## config.mk

```make
export PLATFORM = sky130hd
export DESIGN_NAME = flow_ctl_engine
export DESIGN_NICKNAME = d
export VERILOG_FILES = /design/src/rtl/flow_ctl_pkg.sv /design/src/rtl/fc_rx_detect.sv /design/src/rtl/fc_tx_inserter.sv /design/src/rtl/fc_hw_handshake.sv /design/src/rtl/flow_ctl_engine.sv
export SDC_FILE = /design/constraint.sdc
export NUM_CORES = 1
export LEC_CHECK = 0
export BUFFER_PORTS_ARGS = -buffer_cell sky130_fd_sc_hd__buf_2
export CAP_MARGIN = 20
export CORE_ASPECT_RATIO = 1.75
export CORE_UTILIZATION = 46
export DETAILED_ROUTE_END_ITERATION = 12
export GPL_ROUTABILITY_DRIVEN = 0
export GPL_TIMING_DRIVEN = 1
export MAX_ROUTING_LAYER = met4
export PLACE_DENSITY = 0.87
export SLEW_MARGIN = 20
export SYNTH_ARGS = -nofsm -noshare
export SYNTH_HDL_FRONTEND = slang
export SYNTH_SLANG_ARGS = --single-unit
```

## constraint.sdc

```tcl
create_clock -name clk_i -period 2.4 [get_ports clk_i]
set_clock_uncertainty 0.1 [all_clocks]
set_input_delay 0 -clock clk_i [delete_from_list [all_inputs] [get_ports clk_i]]
set_output_delay 0 -clock clk_i [all_outputs]
set_load 0.005 [all_outputs]
```

## src/rtl/flow_ctl_pkg.sv

```systemverilog
package flow_ctl_pkg;
  typedef enum logic {SEQ_XON = 1'b0, SEQ_XOFF = 1'b1} seq_kind_e;
endpackage

```

## src/rtl/fc_rx_detect.sv

```systemverilog
module fc_rx_detect #(
  parameter int CHAR_W = 8
) (
  input  logic              clk_i,
  input  logic              rst_ni,
  input  logic              en_i,
  input  logic              dual_i,
  input  logic              rx_valid_i,
  input  logic [CHAR_W-1:0] rx_char_i,
  input  logic [CHAR_W-1:0] xon1_i,
  input  logic [CHAR_W-1:0] xon2_i,
  input  logic [CHAR_W-1:0] xoff1_i,
  input  logic [CHAR_W-1:0] xoff2_i,
  output logic              discard_o,
  output logic              pause_o
);
  logic m_on1, m_on2, m_off1, m_off2;
  logic pend_on_q, pend_off_q, pause_q;
  logic hit, done_off, done_on;

  assign m_on1  = rx_char_i == xon1_i;
  assign m_on2  = rx_char_i == xon2_i;
  assign m_off1 = rx_char_i == xoff1_i;
  assign m_off2 = rx_char_i == xoff2_i;
  assign hit    = rx_valid_i && en_i;

  assign discard_o = hit && (m_on1 || m_off1 || (dual_i && (m_on2 || m_off2)));
  assign done_off  = hit && (dual_i ? (pend_off_q && m_off2) : m_off1);
  assign done_on   = hit && (dual_i ? (pend_on_q && m_on2) : m_on1);

  always_ff @(posedge clk_i or negedge rst_ni) begin
    if (!rst_ni) begin
      pend_on_q  <= 1'b0;
      pend_off_q <= 1'b0;
      pause_q    <= 1'b0;
    end else begin
      if (hit) begin
        // any valid character breaks a partial sequence
        pend_off_q <= dual_i && m_off1;
        pend_on_q  <= dual_i && m_on1;
      end
      if (!en_i)         pause_q <= 1'b0;
      else if (done_off) pause_q <= 1'b1;
      else if (done_on)  pause_q <= 1'b0;
    end
  end

  assign pause_o = pause_q;

  assert_single_xoff_pauses_R6: assert property (@(posedge clk_i) disable iff (!rst_ni)
    (rx_valid_i && en_i && !dual_i && rx_char_i == xoff1_i) |=> pause_o);
  assert_disabled_no_discard_R5: assert property (@(posedge clk_i) disable iff (!rst_ni)
    !en_i |-> !discard_o);
endmodule

```

## src/rtl/fc_tx_inserter.sv

```systemverilog
module fc_tx_inserter
  import flow_ctl_pkg::*;
#(
  parameter int CHAR_W = 8
) (
  input  logic              clk_i,
  input  logic              rst_ni,
  input  logic              en_i,
  input  logic              dual_i,
  input  logic              above_hi_i,
  input  logic              below_lo_i,
  input  logic [CHAR_W-1:0] xon1_i,
  input  logic [CHAR_W-1:0] xon2_i,
  input  logic [CHAR_W-1:0] xoff1_i,
  input  logic [CHAR_W-1:0] xoff2_i,
  input  logic              ready_i,
  output logic              valid_o,
  output logic [CHAR_W-1:0] char_o
);
  logic      active_q, idx_q, xoff_sent_q;
  seq_kind_e kind_q;

  always_ff @(posedge clk_i or negedge rst_ni) begin
    if (!rst_ni) begin
      active_q    <= 1'b0;
      idx_q       <= 1'b0;
      xoff_sent_q <= 1'b0;
      kind_q      <= SEQ_XON;
    end else if (!active_q) begin
      if (en_i && above_hi_i && !xoff_sent_q) begin
        active_q    <= 1'b1;
        idx_q       <= 1'b0;
        kind_q      <= SEQ_XOFF;
        xoff_sent_q <= 1'b1;
      end else if (en_i && below_lo_i && xoff_sent_q) begin
        active_q    <= 1'b1;
        idx_q       <= 1'b0;
        kind_q      <= SEQ_XON;
        xoff_sent_q <= 1'b0;
      end
    end else if (ready_i) begin
      if (dual_i && !idx_q) idx_q    <= 1'b1;
      else                  active_q <= 1'b0;
    end
  end

  always_comb begin
    if (kind_q == SEQ_XOFF) char_o = idx_q ? xoff2_i : xoff1_i;
    else                    char_o = idx_q ? xon2_i  : xon1_i;
  end
  assign valid_o = active_q;

  assert_xoff_starts_R1: assert property (@(posedge clk_i) disable iff (!rst_ni)
    (en_i && above_hi_i && !xoff_sent_q && !active_q) |=> (valid_o && kind_q == SEQ_XOFF));
  assert_ins_stable_R4: assert property (@(posedge clk_i) disable iff (!rst_ni)
    (valid_o && !ready_i) |=> (valid_o && $stable(idx_q) && $stable(kind_q)));
endmodule

```

## src/rtl/fc_hw_handshake.sv

```systemverilog
module fc_hw_handshake (
  input  logic clk_i,
  input  logic rst_ni,
  input  logic en_i,
  input  logic above_hi_i,
  input  logic below_lo_i,
  input  logic pin_map_i,
  input  logic mcr_rts_i,
  input  logic mcr_dtr_i,
  input  logic cts_i,
  input  logic dsr_i,
  output logic rts_o,
  output logic dtr_o,
  output logic remote_block_o
);
  logic ready_q, hs;

  always_ff @(posedge clk_i or negedge rst_ni) begin
    if (!rst_ni)         ready_q <= 1'b1;
    else if (!en_i)      ready_q <= 1'b1;
    else if (above_hi_i) ready_q <= 1'b0;
    else if (below_lo_i) ready_q <= 1'b1;
  end

  assign hs             = ready_q;
  assign rts_o          = (en_i && !pin_map_i) ? hs : mcr_rts_i;
  assign dtr_o          = (en_i &&  pin_map_i) ? hs : mcr_dtr_i;
  assign remote_block_o = en_i && !(pin_map_i ? dsr_i : cts_i);

  assert_hs_drops_R7: assert property (@(posedge clk_i) disable iff (!rst_ni)
    (en_i && above_hi_i) |=> !ready_q);
  assert_hs_rises_R7: assert property (@(posedge clk_i) disable iff (!rst_ni)
    (en_i && below_lo_i && !above_hi_i) |=> ready_q);
endmodule

```

## src/rtl/flow_ctl_engine.sv

```systemverilog
module flow_ctl_engine #(
  parameter int CNT_W  = 8,
  parameter int THR_W  = 8,
  parameter int CHAR_W = 8
) (
  input  logic              clk_i,
  input  logic              rst_ni,
  input  logic              sw_tx_en_i,
  input  logic              sw_rx_en_i,
  input  logic              dual_i,
  input  logic              hw_en_i,
  input  logic              pin_map_i,
  input  logic [THR_W-1:0]  hi_thr_i,
  input  logic [THR_W-1:0]  lo_thr_i,
  input  logic [CHAR_W-1:0] xon1_i,
  input  logic [CHAR_W-1:0] xon2_i,
  input  logic [CHAR_W-1:0] xoff1_i,
  input  logic [CHAR_W-1:0] xoff2_i,
  input  logic [CNT_W-1:0]  rx_count_i,
  input  logic              rx_valid_i,
  input  logic [CHAR_W-1:0] rx_char_i,
  output logic              rx_discard_o,
  input  logic              ins_ready_i,
  output logic              ins_valid_o,
  output logic [CHAR_W-1:0] ins_char_o,
  output logic              data_hold_o,
  input  logic              mcr_rts_i,
  input  logic              mcr_dtr_i,
  input  logic              cts_i,
  input  logic              dsr_i,
  output logic              rts_o,
  output logic              dtr_o
);
  localparam int CMP_W = (CNT_W > THR_W) ? CNT_W : THR_W;

  logic above_hi, below_lo, sw_pause, remote_block;

  assign above_hi = CMP_W'(rx_count_i) > CMP_W'(hi_thr_i);
  assign below_lo = CMP_W'(rx_count_i) < CMP_W'(lo_thr_i);

  fc_rx_detect #(.CHAR_W(CHAR_W)) u_rx_detect (
    .clk_i, .rst_ni, .en_i(sw_rx_en_i), .dual_i, .rx_valid_i, .rx_char_i,
    .xon1_i, .xon2_i, .xoff1_i, .xoff2_i,
    .discard_o(rx_discard_o), .pause_o(sw_pause)
  );

  fc_tx_inserter #(.CHAR_W(CHAR_W)) u_tx_inserter (
    .clk_i, .rst_ni, .en_i(sw_tx_en_i), .dual_i,
    .above_hi_i(above_hi), .below_lo_i(below_lo),
    .xon1_i, .xon2_i, .xoff1_i, .xoff2_i,
    .ready_i(ins_ready_i), .valid_o(ins_valid_o), .char_o(ins_char_o)
  );

  fc_hw_handshake u_hw_handshake (
    .clk_i, .rst_ni, .en_i(hw_en_i), .above_hi_i(above_hi), .below_lo_i(below_lo),
    .pin_map_i, .mcr_rts_i, .mcr_dtr_i, .cts_i, .dsr_i,
    .rts_o, .dtr_o, .remote_block_o(remote_block)
  );

  // pending insertion outranks the next data byte
  assign data_hold_o = sw_pause || remote_block || ins_valid_o;

  assert_map_rts_free_R9: assert property (@(posedge clk_i) disable iff (!rst_ni)
    pin_map_i |-> (rts_o == mcr_rts_i));
  assert_hw_off_dtr_R8: assert property (@(posedge clk_i) disable iff (!rst_ni)
    !hw_en_i |-> (dtr_o == mcr_dtr_i && rts_o == mcr_rts_i));
  assert_cts_blocks_R10: assert property (@(posedge clk_i) disable iff (!rst_ni)
    (hw_en_i && !pin_map_i && !cts_i) |-> data_hold_o);
  assert_pending_holds_R4: assert property (@(posedge clk_i) disable iff (!rst_ni)
    ins_valid_o |-> data_hold_o);
endmodule

```

======== Word level (Yosys, flattened, before mapping) ========
Index checks and enable logic that the tools add are counted.
storage, ports and cells
  input bits .............................. 77
  output and inout bits ................... 13
  word-level logic and storage cells ...... 73
  flip-flop bits (word level) ............. 7
operators by class
  $lt $le $gt $ge ......................... 2
  bitwise gates (word level) .............. 1
  multiplexer cells ....................... 25
  reductions and logical operators ........ 30
  equal/unequal tests ..................... 8
operators with widths
  operator                                                                 number
  8-bit == test                                                            4
  8-bit two-way mux                                                        3
  1-bit two-way mux                                                        22
  1-bit logical AND                                                        17
  8-bit > comparator                                                       1
  8-bit < comparator                                                       1
  3-bit by 1-bit inequality test with 1-bit output, second input constant  2
  1-bit logical OR                                                         5
  1-bit logical NOT                                                        4
  2-bit inequality test, second input constant                             2
  3-bit AND reduction                                                      1
  3-bit nonzero test                                                       1
  2-bit AND reduction                                                      1
  2-bit nonzero test                                                       1
  1-bit NOT                                                                1

======== Depth between registers and ports, before layout ========
Gate-level depths: netlist of run 1.
  depth after elaboration ................. 7
  depth in mapped cells ................... 7
  mapped depth without buffers ............ 7

======== By module ========
A second synthesis of run 1 with hierarchy kept.
unflattened totals
  cell total of the unflattened synthesis .. 143
  area total of the unflattened synthesis .. 1,326.3 µm²
modules (own cells, without submodules)
  module           times used  cells an instance  seq. area each (µm²)  area each (µm²)
  fc_rx_detect     1           61                 75.1                  520.5
  flow_ctl_engine  1           50                 0.0                   381.6
  fc_tx_inserter   1           23                 75.1                  336.6
  fc_hw_handshake  1           9                  26.3                  87.6

======== Worst setup path before layout of run 1 ========
Ideal clock, no wire load.
  path kind ............................... input -> register
  from .................................... input port lo_thr_i[2]
  to ...................................... register u_tx_inserter.xoff_sent_q
  required time ........................... 2.182 ns
  setup time .............................. 0.118 ns
  path buffers ............................ 0
  setup slack ............................. 0.829 ns
  cell stages on the path ................. 7
  arrival ................................. 1.353 ns
  path through ............................ inv_1 -> ha_1 -> or3_2 -> a21oi_1 -> o31ai_2 -> o31a_1 -> a21o_1
on the way
  cells in the longest elaborated chain, start to end .. 5
RTL lines
  item                                  RTL line               source
  start: declaration                    flow_ctl_engine.sv:14  input logic [THR_W-1:0] lo_thr_i,
  8-bit < comparator                    flow_ctl_engine.sv:39  assign below_lo = CMP_W'(rx_count_i) < CMP_W'(lo_thr_i);
  1-bit logical AND (2 in a row)        fc_tx_inserter.sv:35   end else if (en_i && below_lo_i && xoff_sent_q) begin
  2-bit nonzero test (no source line)   n/a
  2-bit AND reduction (no source line)  n/a
  end signal: assignment                fc_tx_inserter.sv:27   xoff_sent_q <= 1'b0;
  end signal: assignment                fc_tx_inserter.sv:34   xoff_sent_q <= 1'b1;
  end signal: assignment                fc_tx_inserter.sv:39   xoff_sent_q <= 1'b0;
  end: declaration                      fc_tx_inserter.sv:20   logic active_q, idx_q, xoff_sent_q;
No other way between the ends.
A chain may end at the register's enable or synchronous reset.

======== Worst setup path in the final report of run 1 ========
  from .................................... register u_tx_inserter.idx_q
  to ...................................... output port ins_char_o[5]
on the way
  cells in the longest elaborated chain, start to end .. 2
RTL lines
  item                                  RTL line                                    source
  start: declaration                    fc_tx_inserter.sv:20
  start signal: assignment              fc_tx_inserter.sv:26                        idx_q <= 1'b0;
  start signal: assignment              fc_tx_inserter.sv:32                        idx_q <= 1'b0;
  start signal: assignment              fc_tx_inserter.sv:37                        idx_q <= 1'b0;
  8-bit two-way mux (on tied branches)  fc_tx_inserter.sv:49, fc_tx_inserter.sv:48
  8-bit two-way mux (*)                 fc_tx_inserter.sv:48                        if (kind_q == SEQ_XOFF) char_o = idx_q ? xoff2_i : xoff1_i;
  end: declaration                      flow_ctl_engine.sv:25                       output logic [CHAR_W-1:0] ins_char_o,
Every way passes the cells marked *; elsewhere a longest branch is shown, timed or not.

==> results of run 1 <==
-- cell usage after synthesis, types with 2 or more instances --
cell type / number
a21o_2: 2
a21oi_1: 5
a21oi_2: 2
a31oi_1: 2
dfrtp_1: 6
ha_1: 15
inv_1: 19
mux2_2: 2
mux4_2: 8
nand2_1: 9
nand2b_1: 3
nand3_1: 4
nand4_1: 5
nor2_1: 2
nor2b_1: 2
nor4_1: 5
o211ai_1: 2
o21a_1: 3
o21ai_0: 2
o21ai_1: 3
xnor2_1: 16
xor2_1: 16
-- metrics by stage --
| stage | hold slack [ps] | utilization | std cells | power [W] | setup slack, ps |
|---|---|---|---|---|---|
| floorplan | -396 | - | 151 | 0.000572 | 829 |
| global placement | -268 | 0.661 | 265 | 0.000753 | 718 |
| detailed placement | -268 | 0.661 | 265 | 0.000771 | 671 |
| CTS | 29.4 | 0.696 | 274 | 0.000950 | 625 |
| global route | 37.8 | 0.696 | 274 | 0.00103 | 547 |
| finish | 32.7 | 0.696 | 274 | 0.000944 | 644 |
-- cell families after synthesis --
kind of cell	Yosys count
adder cells (fa/ha/maj)	15
XOR/XNOR	32
AND/OR/NAND/NOR	35
AO/OA/AOI/OAI	30
flip-flops	7
multiplexers	11
buffers and inverters	21
-- routing by layer --
metal / vias to the layer above / GRT usage / part of all wire / routed length, um
met4: 0 / 0.215 / 0.059 / 231
met5: - / - / 0 / 0
met1: 681 / 0.223 / 0.32 / 1280
met3: 15 / 0.0510 / 0.083 / 328
met2: 98 / 0.529 / 0.53 / 2090
li1: 745 / - / - / -
-- critical path: cells and delay by family, from the launching register on --
family	cells	cell delay, ps
DFF	1	690
buffers and inverters	1	150
muxes	1	590
-- where the power goes --
group | switching (W) | total, W | internal, W
clock | 0.0000530 | 0.000168 | 0.000115
combinational | 0.000206 | 0.000537 | 0.000330
sequential | 0.0000933 | 0.000239 | 0.000146
-- area by class of cell --
class,instances,area [um^2],area share
multi-input cells,123,1090,0.571
clock buffers,4,45.0,0.0235
flip-flops and latches,7,176,0.0921
repair buffers,94,495,0.259
inverters,19,71.3,0.0372
well taps,27,33.8,0.0176
-- state kept, by name (all words and copies together), names as in the netlist --
signal / cells
u_tx_inserter.idx_q: 1
u_tx_inserter.valid_o: 1
u_rx_detect.pend_on_q: 1
u_rx_detect.pause_o: 1
u_rx_detect.pend_off_q: 1
u_tx_inserter.xoff_sent_q: 1
u_hw_handshake.hs: 1
-- layout by cell type, fill, tap and decap left out, drive strengths merged, types with 2 or more instances in the layout --
cell type / count
nor2b: 2
buf: 89
ha: 15
nor2: 2
o21a: 3
inv: 19
nand2: 9
o21ai: 5
nand3: 4
nor4: 5
a21o: 3
xor2: 16
a21oi: 7
o311ai: 2
clkbuf: 4
dlygate4sd3: 5
nand4: 5
dfrtp: 6
a31oi: 2
mux2: 2
o211ai: 2
xnor2: 16
nand2b: 3
mux4: 8
-- worst max path at each step --
stage | from | to | cells after the start
after floorplan | lo_thr_i[2] | u_tx_inserter.xoff_sent_q | 7
after global placement | lo_thr_i[2] | u_tx_inserter.xoff_sent_q | 8
after detailed placement | lo_thr_i[2] | u_tx_inserter.idx_q | 8
after CTS | u_tx_inserter.idx_q | ins_char_o[5] | 2
after global routing | u_tx_inserter.idx_q | ins_char_o[5] | 2
final | u_tx_inserter.idx_q | ins_char_o[5] | 2
-- repair_timing --
action / CTS / global route
buffers inserted: 0 / 0
setup endpoints to repair: 0 / 0
hold endpoints to repair: 12 / 0
hold buffers: 5 / 0
==> impl_metrics.ini, run 1 <==
[outcome]
status = finished, final reports clean

[synthesis]
synthSimpleGateAreaFrac = 0.141
synth-compound-area-share = 0.161
synth_area_leaders = ha_1, mux4_2, dfrtp_1, xnor2_1, xor2_1
syn_area_per_cell_um2 = 9.05
ys_ff_latch = 7
yosys.area.top_type = ha_1
synth.area.mux_share = 0.156
synth-xor-area-share = 0.205
synth_edf_count = 0
synthFlopType = dfrtp_1
synth_area_um2 = 1370
yosys_warnings = 0
synth_nets = 243
syn_inst = 151
synth_cell_types = 40
synth_top_family_by_area = XOR/XNOR gates
synth_top_area_share = 0.137
synthArstFlopShare = 1.00
synthAdderAreaFrac = 0.137
seq_area_frac_synth = 0.129

[cts]
clk_path_buf_depth = 2
clock_latency_ps = 230
cts_max_level = 1
cts_tree = done
clock_sinks = 7
ctsResizeCount = 0
clock_tree.root_cell = clkbuf_8
path_clk_slew_ps = 40
cts_made_buffers = 3

[critical_path]
worstPathMaxFanout = 10
crit_type = reg -> out
cp.required_ps = 2300
crit_path_end_kind = output port
r2r_end = u_tx_inserter.valid_o
r2r-start = u_tx_inserter.xoff_sent_q
rr_worst_depth = 5
path_cells = mux4_2 -> buf_2
crit_path_top_delay_cell = dfrtp_1
slowest_delay_ps = 690
ff2ff_setup_slack_ps = 860
critPathArrivalTime_ps = 1660
worst_setup_path_start_kind = register

[floorplan]
die-area_um2 = 3200
rows = 25
die-width_um = 43.2
coreArea_um2 = 2750
start_util = 0.496
die_height_um = 74.1
ios = 90

[min_path]
worst_hold_path_type = in -> reg
min_from = dual_i
hold_depth = 3
min_to = u_tx_inserter.idx_q

[sta]
rsz0062_at_grt = false
min_period_over_period = 0.732
tightest_slew_ps = 560
hold_viol = 0
setup-tns-final_ps = 0
max_slew_margin = 0.626
fmax_mhz = 569
min_period_ps = 1760
slew_violations = 0
setup_viol = 0

[place]
dpl_cell_area_um2 = 1820
portBuffers = 89
dp_hpwl_mm = 3.41

[detailed_routing]
wire_per_inst_um = 14.3
drc = 0
routed_wl_mm = 3.93
drt-pass1-iter-count = 3
ant_nets = 0
drt_iter0_drc = 9
vias = 1539
routed_via_density = 5.62

[run]
maxCapViolCount = 0

[cells_and_area]
drive_above_1_share = 0.445
areaGrowthSynthToFinish_pct = 40.2
nFillCells = 221
final_nets = 340
stdcell_area_um2 = 1920
n_antenna_cell = 0

[grt]
grt_pass1_vias = 1628
grt_antenna_before_repair = 0
grt.total_usage = 0.280
grt_pass1_wl_mm = 6.29
grt_max_degree = 12
grt_overflow = 0

[power]
p_per_area_nw_per_um2 = 493
irDropWorstVdd_v = 0.000324
leakage_nw = 0.978
Power figures use the tool's default switching activity.
==> run 2: changes to the inputs <==
--- a/config.mk
+++ b/config.mk
@@ -8,12 +8,12 @@
 export BUFFER_PORTS_ARGS = -buffer_cell sky130_fd_sc_hd__buf_2
 export CAP_MARGIN = 20
 export CORE_ASPECT_RATIO = 1.75
-export CORE_UTILIZATION = 46
+export CORE_UTILIZATION = 43
 export DETAILED_ROUTE_END_ITERATION = 12
 export GPL_ROUTABILITY_DRIVEN = 0
 export GPL_TIMING_DRIVEN = 1
 export MAX_ROUTING_LAYER = met4
-export PLACE_DENSITY = 0.87
+export PLACE_DENSITY = 0.82
 export SLEW_MARGIN = 20
 export SYNTH_ARGS = -nofsm -noshare
 export SYNTH_HDL_FRONTEND = slang
==> constraint.sdc (replaced) <==
create_clock -name clk_i -period 1.71 [get_ports clk_i]
set_clock_uncertainty 0.1 [all_clocks]
set_input_delay 0 -clock clk_i [delete_from_list [all_inputs] [get_ports clk_i]]
set_output_delay 0 -clock clk_i [all_outputs]
set_load 0.005 [all_outputs]
==> impl_metrics.ini, run 2 (synthesis results as in run 1) <==
[place]
portBuffers = 89
dp_hpwl_mm = 3.30
dpl_cell_area_um2 = 1850

[cells_and_area]
stdcell_area_um2 = 1940
drive_above_1_share = 0.452
n_antenna_cell = 0
fin_util = 0.656
final_cell_mix = buf_2, inv_1, xor2_1, xnor2_1, ha_1
areaGrowthSynthToFinish_pct = 42.2
nFillCells = 253
layout_commonest_cell = buf_2
final_nets = 341

[grt]
grt_overflow = 0
grt.total_usage = 0.232
grt_max_degree = 11
grt_pass1_vias = 1569
grt_pass1_wl_mm = 5.88
grt_antenna_before_repair = 0

[min_path]
worst_hold_path_type = in -> async

[power]
p_switching_w = 0.000491
combPwrFrac = 0.601
intPower_w = 0.000846
clock_power_share = 0.172
p_per_area_nw_per_um2 = 688
sw_frac_of_total = 0.367
seqPwrFrac = 0.228
irDropWorstVdd_v = 0.000474
leakage_nw = 0.982

[cts]
cts_made_buffers = 3
clk_path_buf_depth = 2
cts_max_level = 1
clock_tree.root_cell = clkbuf_8
path_clk_slew_ps = 40
clock_latency_ps = 230
clock_sinks = 7
cts_tree = done
post_cts_buffers = 0

[sta]
min_period_over_period = 0.930
hold_viol = 0
setup_viol = 0
slew_violations = 0
tightest_slew_ps = 373
max_slew_margin = 0.749
min_period_ps = 1590
rsz0062_at_grt = false
fmax_mhz = 629

[detailed_routing]
drt-pass1-iter-count = 4
drt-met1-wl_mm = 1.21
drc = 0
wl_met3_um = 186
routed_via_density = 5.17
ant_nets = 0
routed_wl_mm = 3.66
dr_wl_met2_mm = 2.19
vias = 1500
drt_iter0_drc = 6
dr.max_layer_used = met4
wire_per_inst_um = 12.6

[run]
maxCapViolCount = 0

[critical_path]
path_cells = mux4_2 -> buf_2
crit_path_top_delay_cell = mux4_2
worstPathMaxFanout = 10
crit_type = reg -> out
critPathArrivalTime_ps = 1490
cp.required_ps = 1610
worst_setup_path_start_kind = register
crit_path_end_kind = output port
slowest_delay_ps = 570

[floorplan]
die-width_um = 44.6
rows = 26
die-area_um2 = 3420
ios = 90
coreArea_um2 = 2960
start_util = 0.462
die_height_um = 76.6

[outcome]
status = finished, final reports clean
## run 2: cell count changes in the layout (fill, tap and decap cells not counted), sizes merged
cell / before / now
buf: 89 / 90
## run 2: final timing paths
check	end	slack (ps)	cells past startpoint	from
worst max-delay path	ins_char_o[4]	120	2	u_tx_inserter.idx_q
worst min-delay path	u_rx_detect.pend_on_q	40	2	rst_ni
worst max register to register	u_tx_inserter.idx_q	420	5	u_tx_inserter.xoff_sent_q
worst min register to register	u_rx_detect.pend_on_q	390	2	u_rx_detect.pend_on_q
max in group asynchronous	u_hw_handshake.hs	1250	2	rst_ni
min in group clk_i	u_tx_inserter.idx_q	40	3	dual_i
## run 2: power by group through the flow
stage | combinational (W) | sequential (W) | clock, W
2_1_floorplan | 0.000564 | 0.000238 | 0
3_3_place_gp | 0.000780 | 0.000301 | 0
3_5_place_dp | 0.000795 | 0.000306 | 0
4_1_cts | 0.000808 | 0.000306 | 0.000236
5_1_grt | 0.000881 | 0.000319 | 0.000250
6_report | 0.000803 | 0.000305 | 0.000229
## run 2: repair_timing
action,4_1_cts,5_1_grt
hold buffers,5,0
gates resized for setup,1,0
hold endpoints to repair,13,0
setup endpoints to repair,8,0
## run 2: routing by layer
layer  GRT usage  vias to the layer above
li1            -                      744
met1       0.202                      679
met2       0.471                       69
met3      0.0118                        8
met4      0.0848                        0
met5           -                        -
## run 2: through the flow
stage	hold WS (ps)	setup slack, ps	TNS (ps)	instances	power, W
final	37.8	121	0	290	0.00134
after global routing	51.7	63.4	0	290	0.00145
after CTS	35.9	107	0	290	0.00135
after detailed placement	-262	-17.4	-22.1	281	0.00110
after global placement	-265	17.6	0	281	0.00108
after floorplan	-396	139	0	151	0.000803
## run 2: area by class of cell
class	instances	area, um^2	area share
Multi-Input combinational cell	123	1090	0.563
Timing Repair Buffer	95	503	0.259
Sequential cell	7	178	0.0914
Inverter	19	71.3	0.0367
Tap cell	42	52.6	0.0270
Clock buffer	4	45.0	0.0232
## run 2: critical path: cells and delay by family (launching register included)
kind | cells | cell delay, ps
buffers and inverters | 1 | 140
multiplexers | 1 | 570
flip-flops | 1 | 550
